### config.mk
export PLATFORM = sky130hd
export DESIGN_NAME = sar_serial_seq
export DESIGN_NICKNAME = d
export VERILOG_FILES = /design/src/rtl/sar_seq_pkg.sv /design/src/rtl/sar_sync.sv /design/src/rtl/sar_cs_guard.sv /design/src/rtl/sar_frame_ctl.sv /design/src/rtl/sar_shift_out.sv /design/src/rtl/sar_serial_seq.sv
export SDC_FILE = /design/constraint.sdc
export NUM_CORES = 1
export LEC_CHECK = 0
export ABC_CLOCK_PERIOD_IN_PS = 1900
export BUFFER_PORTS_ARGS = -buffer_cell sky130_fd_sc_hd__clkbuf_2
export CAP_MARGIN = 10
export CORE_ASPECT_RATIO = 0.75
export CORE_MARGIN = 5
export CORE_UTILIZATION = 55
export DETAILED_ROUTE_END_ITERATION = 6
export GPL_TIMING_DRIVEN = 0
export HOLD_SLACK_MARGIN = 0.05
export PLACE_DENSITY = 0.78
export SLEW_MARGIN = 20
export SYNTH_ARGS = -nofsm -noshare
export SYNTH_HDL_FRONTEND = slang
export SYNTH_SLANG_ARGS = --single-unit
### constraint.sdc
create_clock -name clk -period 1.9 [get_ports clk]
set_input_delay 0.285 -clock clk [delete_from_list [all_inputs] [get_ports clk]]
set_output_delay 0.285 -clock clk [all_outputs]
set_load 0.01 [all_outputs]
### src/rtl/sar_seq_pkg.sv
package sar_seq_pkg;
  localparam int unsigned WORD_BITS_DEF  = 14;
  localparam int unsigned SUB_BITS_DEF   = 2;
  localparam int unsigned PAD_BITS_DEF   = 8;
  localparam int unsigned HOLD_AT_DEF    = 6;
  localparam int unsigned SYNC_DEPTH_DEF = 2;
  localparam int unsigned MIN_HIGH_DEF   = 4;

  function automatic int unsigned cnt_width(input int unsigned maxval);
    return (maxval < 2) ? 1 : $clog2(maxval + 1);
  endfunction
endpackage

### src/rtl/sar_sync.sv
module sar_sync #(
  parameter int unsigned W      = 2,
  parameter int unsigned STAGES = 2,
  parameter logic [W-1:0] RST_VAL = '0
) (
  input  logic         clk,
  input  logic         rst,
  input  logic [W-1:0] d,
  output logic [W-1:0] q
);
  logic [W-1:0] stg [STAGES];

  for (genvar i = 0; i < STAGES; i++) begin : g_stage
    if (i == 0) begin : g_first
      always_ff @(posedge clk) begin
        if (rst) stg[i] <= RST_VAL;
        else     stg[i] <= d;
      end
    end else begin : g_next
      always_ff @(posedge clk) begin
        if (rst) stg[i] <= RST_VAL;
        else     stg[i] <= stg[i-1];
      end
    end
  end

  assign q = stg[STAGES-1];
endmodule

### src/rtl/sar_cs_guard.sv
module sar_cs_guard
  import sar_seq_pkg::*;
#(
  parameter int unsigned MIN_HIGH = MIN_HIGH_DEF
) (
  input  logic clk,
  input  logic rst,
  input  logic cs_s,
  input  logic cs_fall,
  output logic start
);
  localparam int unsigned HW = cnt_width(MIN_HIGH);
  localparam logic [HW-1:0] LIMIT = HW'(MIN_HIGH);

  logic [HW-1:0] high_cnt;

  always_ff @(posedge clk) begin
    if (rst)                    high_cnt <= LIMIT;
    else if (!cs_s)             high_cnt <= '0;
    else if (high_cnt < LIMIT)  high_cnt <= high_cnt + 1'b1;
  end

  assign start = cs_fall && (high_cnt >= LIMIT);
endmodule

### src/rtl/sar_frame_ctl.sv
module sar_frame_ctl #(
  parameter int unsigned FRAME_LEN = 24,
  parameter int unsigned PAD_BITS  = 8,
  parameter int unsigned HOLD_AT   = 6,
  parameter int unsigned CNT_W     = 5
) (
  input  logic clk,
  input  logic rst,
  input  logic cs_s,
  input  logic start,
  input  logic sclk_fall,
  output logic load,
  output logic shift,
  output logic hold_strobe
);
  localparam logic [CNT_W-1:0] LAST     = CNT_W'(FRAME_LEN);
  localparam logic [CNT_W-1:0] HOLD_PRE = CNT_W'(HOLD_AT - 1);
  localparam logic [CNT_W-1:0] DATA_PRE = CNT_W'(PAD_BITS - 1);

  logic             active;
  logic [CNT_W-1:0] edge_cnt;
  logic             step;

  assign step  = active && sclk_fall && !cs_s && !start;
  assign load  = step && (edge_cnt == HOLD_PRE);
  assign shift = step && (edge_cnt >= DATA_PRE);

  always_ff @(posedge clk) begin
    if (rst || cs_s) begin
      active      <= 1'b0;
      edge_cnt    <= '0;
      hold_strobe <= 1'b0;
    end else if (start) begin
      active      <= 1'b1;
      edge_cnt    <= '0;
      hold_strobe <= 1'b0;
    end else begin
      hold_strobe <= load;
      if (step && edge_cnt != LAST) edge_cnt <= edge_cnt + 1'b1;
    end
  end
endmodule

### src/rtl/sar_shift_out.sv
module sar_shift_out #(
  parameter int unsigned WORD_W = 16
) (
  input  logic              clk,
  input  logic              rst,
  input  logic              cs_s,
  input  logic              start,
  input  logic              load,
  input  logic              shift,
  input  logic [WORD_W-1:0] word,
  output logic              dout,
  output logic              dout_oe
);
  logic [WORD_W-1:0] sreg;

  always_ff @(posedge clk) begin
    if (rst || cs_s) begin
      sreg    <= '0;
      dout    <= 1'b0;
      dout_oe <= 1'b0;
    end else if (start) begin
      sreg    <= '0;
      dout    <= 1'b0;
      dout_oe <= 1'b1;
    end else if (load) begin
      sreg <= word;
    end else if (shift) begin
      dout <= sreg[WORD_W-1];
      sreg <= {sreg[WORD_W-2:0], 1'b0};
    end
  end
endmodule

### src/rtl/sar_serial_seq.sv
module sar_serial_seq
  import sar_seq_pkg::*;
#(
  parameter int unsigned DATA_W      = WORD_BITS_DEF,
  parameter int unsigned SUB_W       = SUB_BITS_DEF,
  parameter int unsigned PAD_BITS    = PAD_BITS_DEF,
  parameter int unsigned HOLD_AT     = HOLD_AT_DEF,
  parameter int unsigned SYNC_STAGES = SYNC_DEPTH_DEF,
  parameter int unsigned MIN_CS_HIGH = MIN_HIGH_DEF
) (
  input  logic              clk,
  input  logic              rst,
  input  logic              cs_n,
  input  logic              sclk,
  input  logic [DATA_W-1:0] conv_word,
  input  logic [SUB_W-1:0]  conv_sub,
  output logic              dout,
  output logic              dout_oe,
  output logic              hold_strobe,
  output logic              sleep
);
  localparam int unsigned WORD_W    = DATA_W + SUB_W;
  localparam int unsigned FRAME_LEN = PAD_BITS + WORD_W;
  localparam int unsigned CNT_W     = cnt_width(FRAME_LEN);

  logic cs_s, sclk_s, cs_d, sclk_d;
  logic cs_fall, sclk_fall, start, load, shift;

  sar_sync #(.W(2), .STAGES(SYNC_STAGES), .RST_VAL(2'b01)) u_sync (
    .clk (clk), .rst (rst), .d ({sclk, cs_n}), .q ({sclk_s, cs_s})
  );

  always_ff @(posedge clk) begin
    if (rst) begin
      cs_d   <= 1'b1;
      sclk_d <= 1'b0;
    end else begin
      cs_d   <= cs_s;
      sclk_d <= sclk_s;
    end
  end

  assign cs_fall   = cs_d && !cs_s;
  assign sclk_fall = sclk_d && !sclk_s;

  sar_cs_guard #(.MIN_HIGH(MIN_CS_HIGH)) u_guard (
    .clk (clk), .rst (rst), .cs_s (cs_s), .cs_fall (cs_fall), .start (start)
  );

  sar_frame_ctl #(
    .FRAME_LEN (FRAME_LEN), .PAD_BITS (PAD_BITS),
    .HOLD_AT (HOLD_AT), .CNT_W (CNT_W)
  ) u_ctl (
    .clk (clk), .rst (rst), .cs_s (cs_s), .start (start),
    .sclk_fall (sclk_fall), .load (load), .shift (shift),
    .hold_strobe (hold_strobe)
  );

  sar_shift_out #(.WORD_W(WORD_W)) u_out (
    .clk (clk), .rst (rst), .cs_s (cs_s), .start (start),
    .load (load), .shift (shift), .word ({conv_word, conv_sub}),
    .dout (dout), .dout_oe (dout_oe)
  );

  always_ff @(posedge clk) begin
    if (rst || cs_s) sleep <= 1'b1;
    else if (start)  sleep <= 1'b0;
  end
endmodule

==> reports/results.md, run 1 <==
| Group | Quantity | Reported |
| --- | --- | --- |
| outcome | Status | finished clean |
| power and ir drop | PnR Total Power | 1.320 mW |
| synthesis | Synthesized flop and latch total | 34 |
| synthesis | Main combinational cell family by area after synthesis | compound AO/OA/AOI/OAI gates |
| final layout | Antenna Cells | 0 |
| timing | Final Hold Violating Endpoints | 0 |
| synthesis | Average cell area after synthesis | 9.778 um^2 |
| drt | Via count | 1,221 |
| global route | Vias in the first global route | 1,230 |
| critical path | Critical path data required time | 2.11 ns |
| drt | Total wire length | 3035 um |
| critical path | Worst Path Max Fanout | 6 |
| final layout | Filler Cell Count | 232 |
| global route | Largest net degree at the start of global routing | 11 |
| place | Half-perimeter wire length of the detailed placement result | 2284 um |
| critical path | Slowest cell on crit path | sky130_fd_sc_hd__nor3_1 |
| timing | Min cycle time layout | 1.750 ns |
| clock tree | Number of setup buffers added after CTS | 0 |
| clock tree | Worst-Skew Late Latency | 0.29 ns |
| drt | First-pass detailed-route iteration total | 4 |
| drt | Via/cell ratio | 5.451 |
| critical path | Setup crit end kind | register |
| drt | Number of routed nets with antenna violations | 0 |
| synthesis | Mux contribution to synthesized area | 1.304% |
| power and ir drop | PwrDens | 738.4 nW/um^2 |
| die | Number of placed I/O pins | 24 |
| timing | Number of pins exceeding their max-slew limit in the final report | 0 |
| critical path | Most repeated library cell on the critical path | sky130_fd_sc_hd__inv_1 |
| clock tree | Clk pin slew, worst setup/hold paths | 0.07 ns |
| clock tree | TritonCTS clock tree | yes |
| clock tree | CTS Sinks | 34 |
| synthesis | Area fraction in compound gates after synthesis | 24.69% |
| synthesis | Total number of yosys warnings | 0 |
| power and ir drop | VDD IR-drop max | 0.0006001 V |
| global route | Initial antenna violation count | 0 |
| timing | Post-route fraction of the period consumed by the critical path | 92.08% |
| clock tree | TritonCTS Buffers | 5 |
| clock tree | Clock root buffer master | sky130_fd_sc_hd__clkbuf_8 |
| global route | Overall global routing resource usage | 16.88% |
| timing | Final worst hold slack | 0.1873 ns |
| critical path | Type of the worst setup path | reg -> reg |
| timing | Fmax | 571.6 MHz |
| hold path | Kind of path behind the tightest hold check | in -> reg |
| synthesis | Simple-gate share of the synthesized area | 14.91% |
| drt | Avg WL per Cell | 13.55 um |
| synthesis | Part of the Yosys area used for sequential elements | 44.34% |
| timing | Clock Skews | 0.009756 ns |
| die | Initial Util | 58.10% |
| critical path | Count of buffering cells on the critical path with inverters included | 2 |
| place | Number of buffers added on ports | 23 |
| synthesis | Count of mapped cells out of synthesis | 157 |
| drt | Post-route DRC | 0 |
| final layout | Final core area utilization | 67.66% |
| clock tree | Number of H-tree levels | 2 |
| place | Number of placed instances with taps included | 216 |
| die | Row cnt | 16 |
| global route | Remaining global-route overflow | 0 |
| critical path | CP startpoint kind | register |
| synthesis | Xor and xnor fraction of the mapped netlist area | 2.852% |
| clock tree | Buffer depth of the longest clock path | 2 |
| global route | First-pass GRT wire length | 5395 um |
| final layout | Layout cells sized above 1 | 29.26% |
| synthesis | Synthesized-area fraction occupied by adder cells | 3.260% |
| synthesis | Syn Std Cell Area | 1535 um^2 |
| die | Core Footprint | 2643 um^2 |
| timing | Setup repair after global routing missed its margin | false |
| final layout | Area growth syn-to-layout | 16.46% |
| die | Die width | 71.01 um |
| timing | Aggregate negative setup slack | 0 ns |
| final layout | Number of non-filler instances in the completed layout | 224 |
| synthesis | Net count of the mapped netlist | 181 |
| die | Overall die area | 3959 um^2 |
| critical path | Critical path cell sequence | inv_1, ha_1, inv_1, nor3_1, a22oi_1, o22ai_1 |
| critical path | Largest delay share family, worst path | simple AND/OR/NAND/NOR gates |
| timing | Slew headroom | 58.14% |
| critical path | Slowest Stage Delay on Critical Path | 0.53 ns |
| synthesis | Cell variety after synth | 38 |
| critical path | Arrival time worst endpoint | 1.96 ns |
| flow run | Count of maximum capacitance violations | 0 |
| place | Last weighted congestion value of the routability-driven placer | 0.8923 |
| final layout | Total Nets Final | 211 |
| power and ir drop | Static leakage | 0.6480 nW |
| die | Height of the die | 55.76 um |
| timing | Slew at the pin closest to its max-slew limit | 0.6231 ns |
| drt | Initial drt markers | 69 |
| timing | Final setup vio count | 0 |
[worst paths after layout]
check / from / endpoint / slack [ns] / cells after the start
worst max-delay path: u_ctl.edge_cnt[1] / u_out.sreg[2] / 0.15 / 6
worst min register to register: u_sync.stg[0][0] / u_sync.stg[1][0] / 0.41 / 1
worst min-delay path: cs_n / u_sync.stg[0][0] / 0.19 / 2
worst max register to register: u_ctl.edge_cnt[1] / u_out.sreg[2] / 0.15 / 6
[per-stage QoR]
| stage | worst slack [ns] | area [um^2] |
|---|---|---|
| CTS | 0.1490 | 1787 |
| floorplan | 0.4056 | 1535 |
| global placement | 0.2285 | 1695 |
| global route | 0.04496 | 1788 |
| detailed placement | 0.1654 | 1695 |
| finish | 0.1505 | 1788 |
[metal layers]
layer / part of all wire, % / track usage (%)
met1: 49 / 22.09
met5: 0 / 0
met4: 1.1 / 4.826
met3: 4.4 / 6.137
met2: 45 / 26.02
[repair_timing]
action	in CTS	in global routing
hold buffers	0	0
endpoints found under the hold margin	0	0
resized for setup	0	2
setup endpoints to repair	0	1
[placed cells by master (no fill, tap or decap), drive strengths merged, types with 2 or more instances in the layout]
cell type  count
dfxtp         34
clkbuf        33
inv           16
o22ai         15
a221oi        12
nand2         10
nor2           8
a21oi          6
buf            6
nand4          4
ha             4
or2            4
xor2           3
nand3          3
nor3           3
nor2b          3
a22oi          3
o21ai          3
and2           3
mux2i          2
nand2b         2
a21o           2
xnor2          2
[layout make-up]
class	instances	area, um^2	share of cell area (%)
multi-input cells	98	721.9	40.38
clock buffers	7	86.33	4.829
repair buffers	23	115.1	6.438
flip-flops and latches	34	680.7	38.07
well taps	36	45.04	2.519
inverters	16	60.06	3.359
clock inverters	1	5.005	0.2799
plain buffers	9	73.82	4.129
[synthesized netlist by cell type]
master                     instances  area, um^2
sky130_fd_sc_hd__nand4_1           4       25.02
sky130_fd_sc_hd__inv_1            16       60.06
sky130_fd_sc_hd__and2_4            1       8.760
sky130_fd_sc_hd__and4bb_2          1       12.51
sky130_fd_sc_hd__xor2_1            3       26.28
sky130_fd_sc_hd__dfxtp_1          34       680.7
sky130_fd_sc_hd__a221oi_2         10       150.1
sky130_fd_sc_hd__or2b_1            1       7.510
sky130_fd_sc_hd__o21a_1            1       7.510
sky130_fd_sc_hd__nand2_1          10       37.54
sky130_fd_sc_hd__a21oi_2           1       8.760
sky130_fd_sc_hd__o21ai_0           2       10.01
sky130_fd_sc_hd__xnor2_1           2       17.52
sky130_fd_sc_hd__buf_4             3       22.52
sky130_fd_sc_hd__a21oi_1           5       25.02
sky130_fd_sc_hd__buf_6             2       22.52
sky130_fd_sc_hd__a221oi_1          2       17.52
sky130_fd_sc_hd__and2_1            2       12.51
sky130_fd_sc_hd__buf_8             1       15.01
sky130_fd_sc_hd__a31oi_2           1       12.51
sky130_fd_sc_hd__nand2b_1          2       12.51
sky130_fd_sc_hd__a21o_1            2       15.01
sky130_fd_sc_hd__clkbuf_2          1       5.000
sky130_fd_sc_hd__nor2_1            8       30.03
sky130_fd_sc_hd__clkbuf_1          2       7.510
sky130_fd_sc_hd__nand4b_1          1       8.760
sky130_fd_sc_hd__o31ai_1           1       7.510
sky130_fd_sc_hd__or2_2             2       12.51
sky130_fd_sc_hd__o22ai_1          15       93.84
sky130_fd_sc_hd__a22oi_1           3       22.52
sky130_fd_sc_hd__mux2i_1           2       20.02
sky130_fd_sc_hd__nor3_1            3       15.01
sky130_fd_sc_hd__or2_0             1       6.260
sky130_fd_sc_hd__ha_1              4       50.05
sky130_fd_sc_hd__o21ai_2           1       8.760
sky130_fd_sc_hd__nor2b_1           3       18.77
sky130_fd_sc_hd__nand3_1           3       15.01
sky130_fd_sc_hd__or2_1             1       6.260
[cell families (layout without fill, tap and decap cells)]
kind of cell | after synthesis | after routing
flops | 34 | 34
buf+inv | 25 | 56
compound gates | 44 | 44
xor+xnor | 5 | 5
fa+ha+maj | 4 | 4
simple gates | 43 | 43
mux | 2 | 2
[registers in the layout (all words and copies together), names as in the netlist]
| name | flops |
|---|---|
| u_ctl.edge_cnt | 5 |
| sleep | 1 |
| u_out.sreg | 16 |
| u_ctl.hold_strobe | 1 |
| u_guard.high_cnt | 3 |
| sclk_d | 1 |
| u_ctl.active | 1 |
| cs_d | 1 |
| u_sync.stg | 4 |
| u_out.dout | 1 |
[power by group]
part / switching (mW) / internal, mW / total, mW
logic: 0.0201 / 0.0246 / 0.0447
clock network: 0.258 / 0.292 / 0.550
registers: 0.00406 / 0.721 / 0.725
total: 0.282 / 1.04 / 1.32
(Power assumes the default switching activity.)
==> inputs of run 2 (changes only) <==
--- a/config.mk
+++ b/config.mk
@@ -14,8 +14,9 @@
 export DETAILED_ROUTE_END_ITERATION = 6
 export GPL_TIMING_DRIVEN = 0
 export HOLD_SLACK_MARGIN = 0.05
-export PLACE_DENSITY = 0.78
+export PLACE_DENSITY = 0.77
 export SLEW_MARGIN = 20
 export SYNTH_ARGS = -nofsm -noshare
 export SYNTH_HDL_FRONTEND = slang
+export SYNTH_HIERARCHICAL = 1
 export SYNTH_SLANG_ARGS = --single-unit
==> reports/results.md, run 2 <==
| Group | Quantity | Reported |
| --- | --- | --- |
| power and ir drop | Clock network fraction of total power | 40.2% |
| die | Core Footprint | 2872 um^2 |
| clock tree | Worst-Skew Late Latency | 0.29 ns |
| synthesis | Number of enable flip-flop cells after synthesis | 0 |
| drt | Total wire length | 3159 um |
| flow run | Count of maximum capacitance violations | 0 |
| global route | Remaining global-route overflow | 0 |
| power and ir drop | PwrDens | 665.1 nW/um^2 |
| critical path | Start of the worst register-to-register path | u_sync/stg[1][0] |
| synthesis | Average cell area after synthesis | 10.60 um^2 |
| power and ir drop | VDD IR-drop max | 0.0005179 V |
| critical path | CP startpoint kind | register |
| power and ir drop | Internal | 1.064 mW |
| clock tree | TritonCTS Buffers | 5 |
| global route | Initial antenna violation count | 0 |
| final layout | Commonest non-fill, non-tap cell in the layout | sky130_fd_sc_hd__dfxtp_1 |
| synthesis | Total number of yosys warnings | 6 |
| power and ir drop | Switching Share | 20.56% |
| die | Height of the die | 56.72 um |
| global route | First-pass GRT wire length | 5140 um |
| die | Initial Util | 55.73% |
| clock tree | Number of H-tree levels | 2 |
| final layout | Flip-flop count of the largest register, all copies and words added | 16 |
| place | Half-perimeter wire length of the detailed placement result | 2053 um |
| power and ir drop | P_sw | 275.5 uW |
| global route | Vias in the first global route | 1,186 |
| critical path | Arrival time worst endpoint | 2.23 ns |
| synthesis | Leading cell types by count after synthesis | sky130_fd_sc_hd__dfxtp_1 (35), sky130_fd_sc_hd__nor2_1 (22), sky130_fd_sc_hd__mux2i_1 (17) |
| drt | First-pass detailed-route iteration total | 4 |
| timing | Slew headroom | 76.64% |
| power and ir drop | Combinational share of power | 4.2% |
| die | Number of placed I/O pins | 24 |
| synthesis | Library cell with the highest instance count after synthesis | sky130_fd_sc_hd__dfxtp_1 |
| outcome | Failing checks | negative setup slack |
| hold path | Worst hold endpoint | u_sync/stg[0][0] |
| clock tree | TritonCTS clock tree | yes |
| critical path | Reg2Reg Depth | 10 |
| timing | Slew at the pin closest to its max-slew limit | 0.3477 ns |
| timing | Number of pins exceeding their max-slew limit in the final report | 0 |
| drt | Initial drt markers | 22 |
| timing | Final setup vio count | 16 |
| timing | Final worst-path setup slack | -0.1537 ns |
| critical path | Worst Path Max Fanout | 8 |
| synthesis | Part of the Yosys area used for sequential elements | 43.78% |
| synthesis | Net count of the mapped netlist | 175 |
| power and ir drop | PnR Total Power | 1.340 mW |
| critical path | Worst setup slack for register-to-register paths | -0.15 ns |
| final layout | Antenna Cells | 0 |
| final layout | Highest-count cells in the layout ignoring fill and taps | sky130_fd_sc_hd__dfxtp_1 (34), sky130_fd_sc_hd__clkbuf_2 (23), sky130_fd_sc_hd__nor2_1 (22) |
| timing | Fmax | 486.9 MHz |
| final layout | Total Nets Final | 215 |
| timing | Post-route fraction of the period consumed by the critical path | 108.1% |
| timing | Setup repair after global routing missed its margin | true |
| critical path | Critical path data required time | 2.08 ns |
| power and ir drop | Register share of total power | 55.6% |
| place | Number of buffers added on ports | 23 |
| critical path | Type of the worst setup path | reg -> reg |
| critical path | R2r endpoint | u_out/sreg[3] |
| drt | Via count | 1,179 |
| power and ir drop | Static leakage | 0.7882 nW |
| synthesis | Most frequently used flop master after synthesis | sky130_fd_sc_hd__dfxtp_1 |
| place | Last weighted congestion value of the routability-driven placer | 0.7389 |
| synthesis | Post-synthesis async set-or-reset flop share | 0% |
| final layout | Most flop-heavy register | u_out/sreg |
| hold path | Hold Path Cell Cnt | 2 |
| synthesis | Synthesized flop and latch total | 35 |
| die | Overall die area | 4100 um^2 |
| clock tree | Buffer depth of the longest clock path | 2 |
| synthesis | Cell variety after synth | 39 |
| drt | Post-route DRC | 0 |
| timing | Clock Skews | 0.004224 ns |
| final layout | Largest registers | u_out/sreg: 16 flops, u_ctl/edge_cnt: 5 flops, u_sync/stg: 4 flops |
| die | Die width | 72.29 um |
| critical path | Setup crit end kind | register |
| hold path | Kind of path behind the tightest hold check | in -> reg |
| synthesis | Share of the synthesized area in the top cell type | 43.78% |
| synthesis | Dominant cell type by area after synthesis | sky130_fd_sc_hd__dfxtp_1 |
| clock tree | Clock root buffer master | sky130_fd_sc_hd__clkbuf_8 |
| global route | Largest net degree at the start of global routing | 14 |
| drt | Number of routed nets with antenna violations | 0 |
| timing | Min cycle time layout | 2.054 ns |
| synthesis | Syn Std Cell Area | 1600 um^2 |
| outcome | Status | complete, but fails checks |
| clock tree | CTS Sinks | 35 |
| final layout | Area growth syn-to-layout | 25.88% |
| synthesis | Top cells by area in the synthesized netlist | sky130_fd_sc_hd__dfxtp_1 (44%), sky130_fd_sc_hd__mux2i_1 (11%), sky130_fd_sc_hd__mux2_4 (7.5%), sky130_fd_sc_hd__nor2_1 (5.2%), sky130_fd_sc_hd__mux2_2 (4.2%) |
| global route | Overall global routing resource usage | 16.62% |
| synthesis | Count of mapped cells out of synthesis | 151 |
| place | Worst setup timing slack at the placement stage | -0.2908 ns |
| final layout | Final core area utilization | 70.15% |
| hold path | Hold path startpoint | cs_n |
| timing | Final worst hold slack | 0.1771 ns |
| drt | Via/cell ratio | 5.126 |
| die | Row cnt | 17 |
| clock tree | Clk pin slew, worst setup/hold paths | 0.07 ns |
| clock tree | # hold bufs at CTS | 0 |
| drt | Avg WL per Cell | 13.73 um |
| final layout | Filler Cell Count | 231 |
| timing | Final Hold Violating Endpoints | 0 |
| final layout | Layout cells sized above 1 | 37.50% |
-- run 2: cell type report --
class,instances,area (um^2),share of cell area [%]
multi-input cells,105,843.3,41.86
flip-flops and latches,35,704.4,34.97
repair buffers,33,214.0,10.62
plain buffers,7,98.84,4.907
clock buffers,7,86.33,4.286
well taps,38,47.55,2.360
inverters,4,15.01,0.7453
clock inverters,1,5.005,0.2484
-- run 2: through the flow --
step | instance area [um^2] | TNS (ns) | std cells
after floorplan | 1622 | -1.020 | 151
after global placement | 1784 | -2.830 | 212
after detailed placement | 1784 | -3.359 | 212
after CTS | 1988 | -1.829 | 230
after global routing | 2014 | -3.720 | 230
final | 2014 | -1.688 | 230
-- run 2: what timing repair did --
item | in CTS | in global routing
gates resized for setup | 5 | 6
buffers inserted | 9 | 1
cloned | 1 | 0
pin swaps | 2 | 3
setup endpoints to repair | 17 | 18
-- run 2: kinds of logic (layout without fill, tap and decap cells) --
| kind of cell | count (synthesis) | count (layout) | synth area share (%) |
|---|---|---|---|
| adder cells (fa/ha/maj) | 4 | 4 | 3.128 |
| XOR/XNOR | 1 | 1 | 0.5474 |
| AND/OR/NAND/NOR | 54 | 54 | 19.00 |
| buffers and inverters | 11 | 52 | 5.629 |
| AO/OA/AOI/OAI | 14 | 14 | 4.847 |
| multiplexers | 32 | 32 | 23.06 |
| flip-flops | 35 | 35 | 43.78 |
-- run 2: worst max path at each step --
| stage | startpoint | endpoint |
|---|---|---|
| CTS | u_sync/stg[1][0] | u_out/sreg[3] |
| global placement | u_sync/stg[1][0] | u_out/sreg[15] |
| finish | u_sync/stg[1][0] | u_out/sreg[3] |
| floorplan | u_sync/stg[1][0] | u_out/sreg[15] |
| detailed placement | u_sync/stg[1][0] | u_out/sreg[3] |
| global route | u_sync/stg[1][0] | u_out/sreg[9] |
-- run 2: power by group through the flow --
stage	Clock [mW]	Sequential (mW)	Combinational, mW
after floorplan	0	0.762	0.0225
after global placement	0	0.763	0.0465
after detailed placement	0	0.763	0.0485
after CTS	0.560	0.745	0.0554
after global routing	0.591	0.746	0.0608
final	0.539	0.745	0.0558
-- run 2: layer usage --
layer / global-route usage [%] / wire (um) / vias to the layer above / share of wire [%]
li1: - / - / 606 / -
met1: 17.39 / 1376 / 544 / 44
met2: 29.18 / 1600 / 24 / 51
met3: 7.156 / 139 / 5 / 4.4
met4: 6.166 / 42 / 0 / 1.3
met5: 0 / 0 / - / 0
-- run 2: worst max-delay path: stages, from the launching register on --
cell,delay [ns]
sky130_fd_sc_hd__dfxtp_4,0.34
sky130_fd_sc_hd__and2b_2,0.20
sky130_fd_sc_hd__and2_4,0.17
sky130_fd_sc_hd__nand4bb_1,0.18
sky130_fd_sc_hd__buf_6,0.14
sky130_fd_sc_hd__a21oi_4,0.12
sky130_fd_sc_hd__buf_8,0.16
sky130_fd_sc_hd__buf_12,0.13
sky130_fd_sc_hd__mux2_4,0.29
sky130_fd_sc_hd__mux2i_1,0.16
sky130_fd_sc_hd__nor2_1,0.06
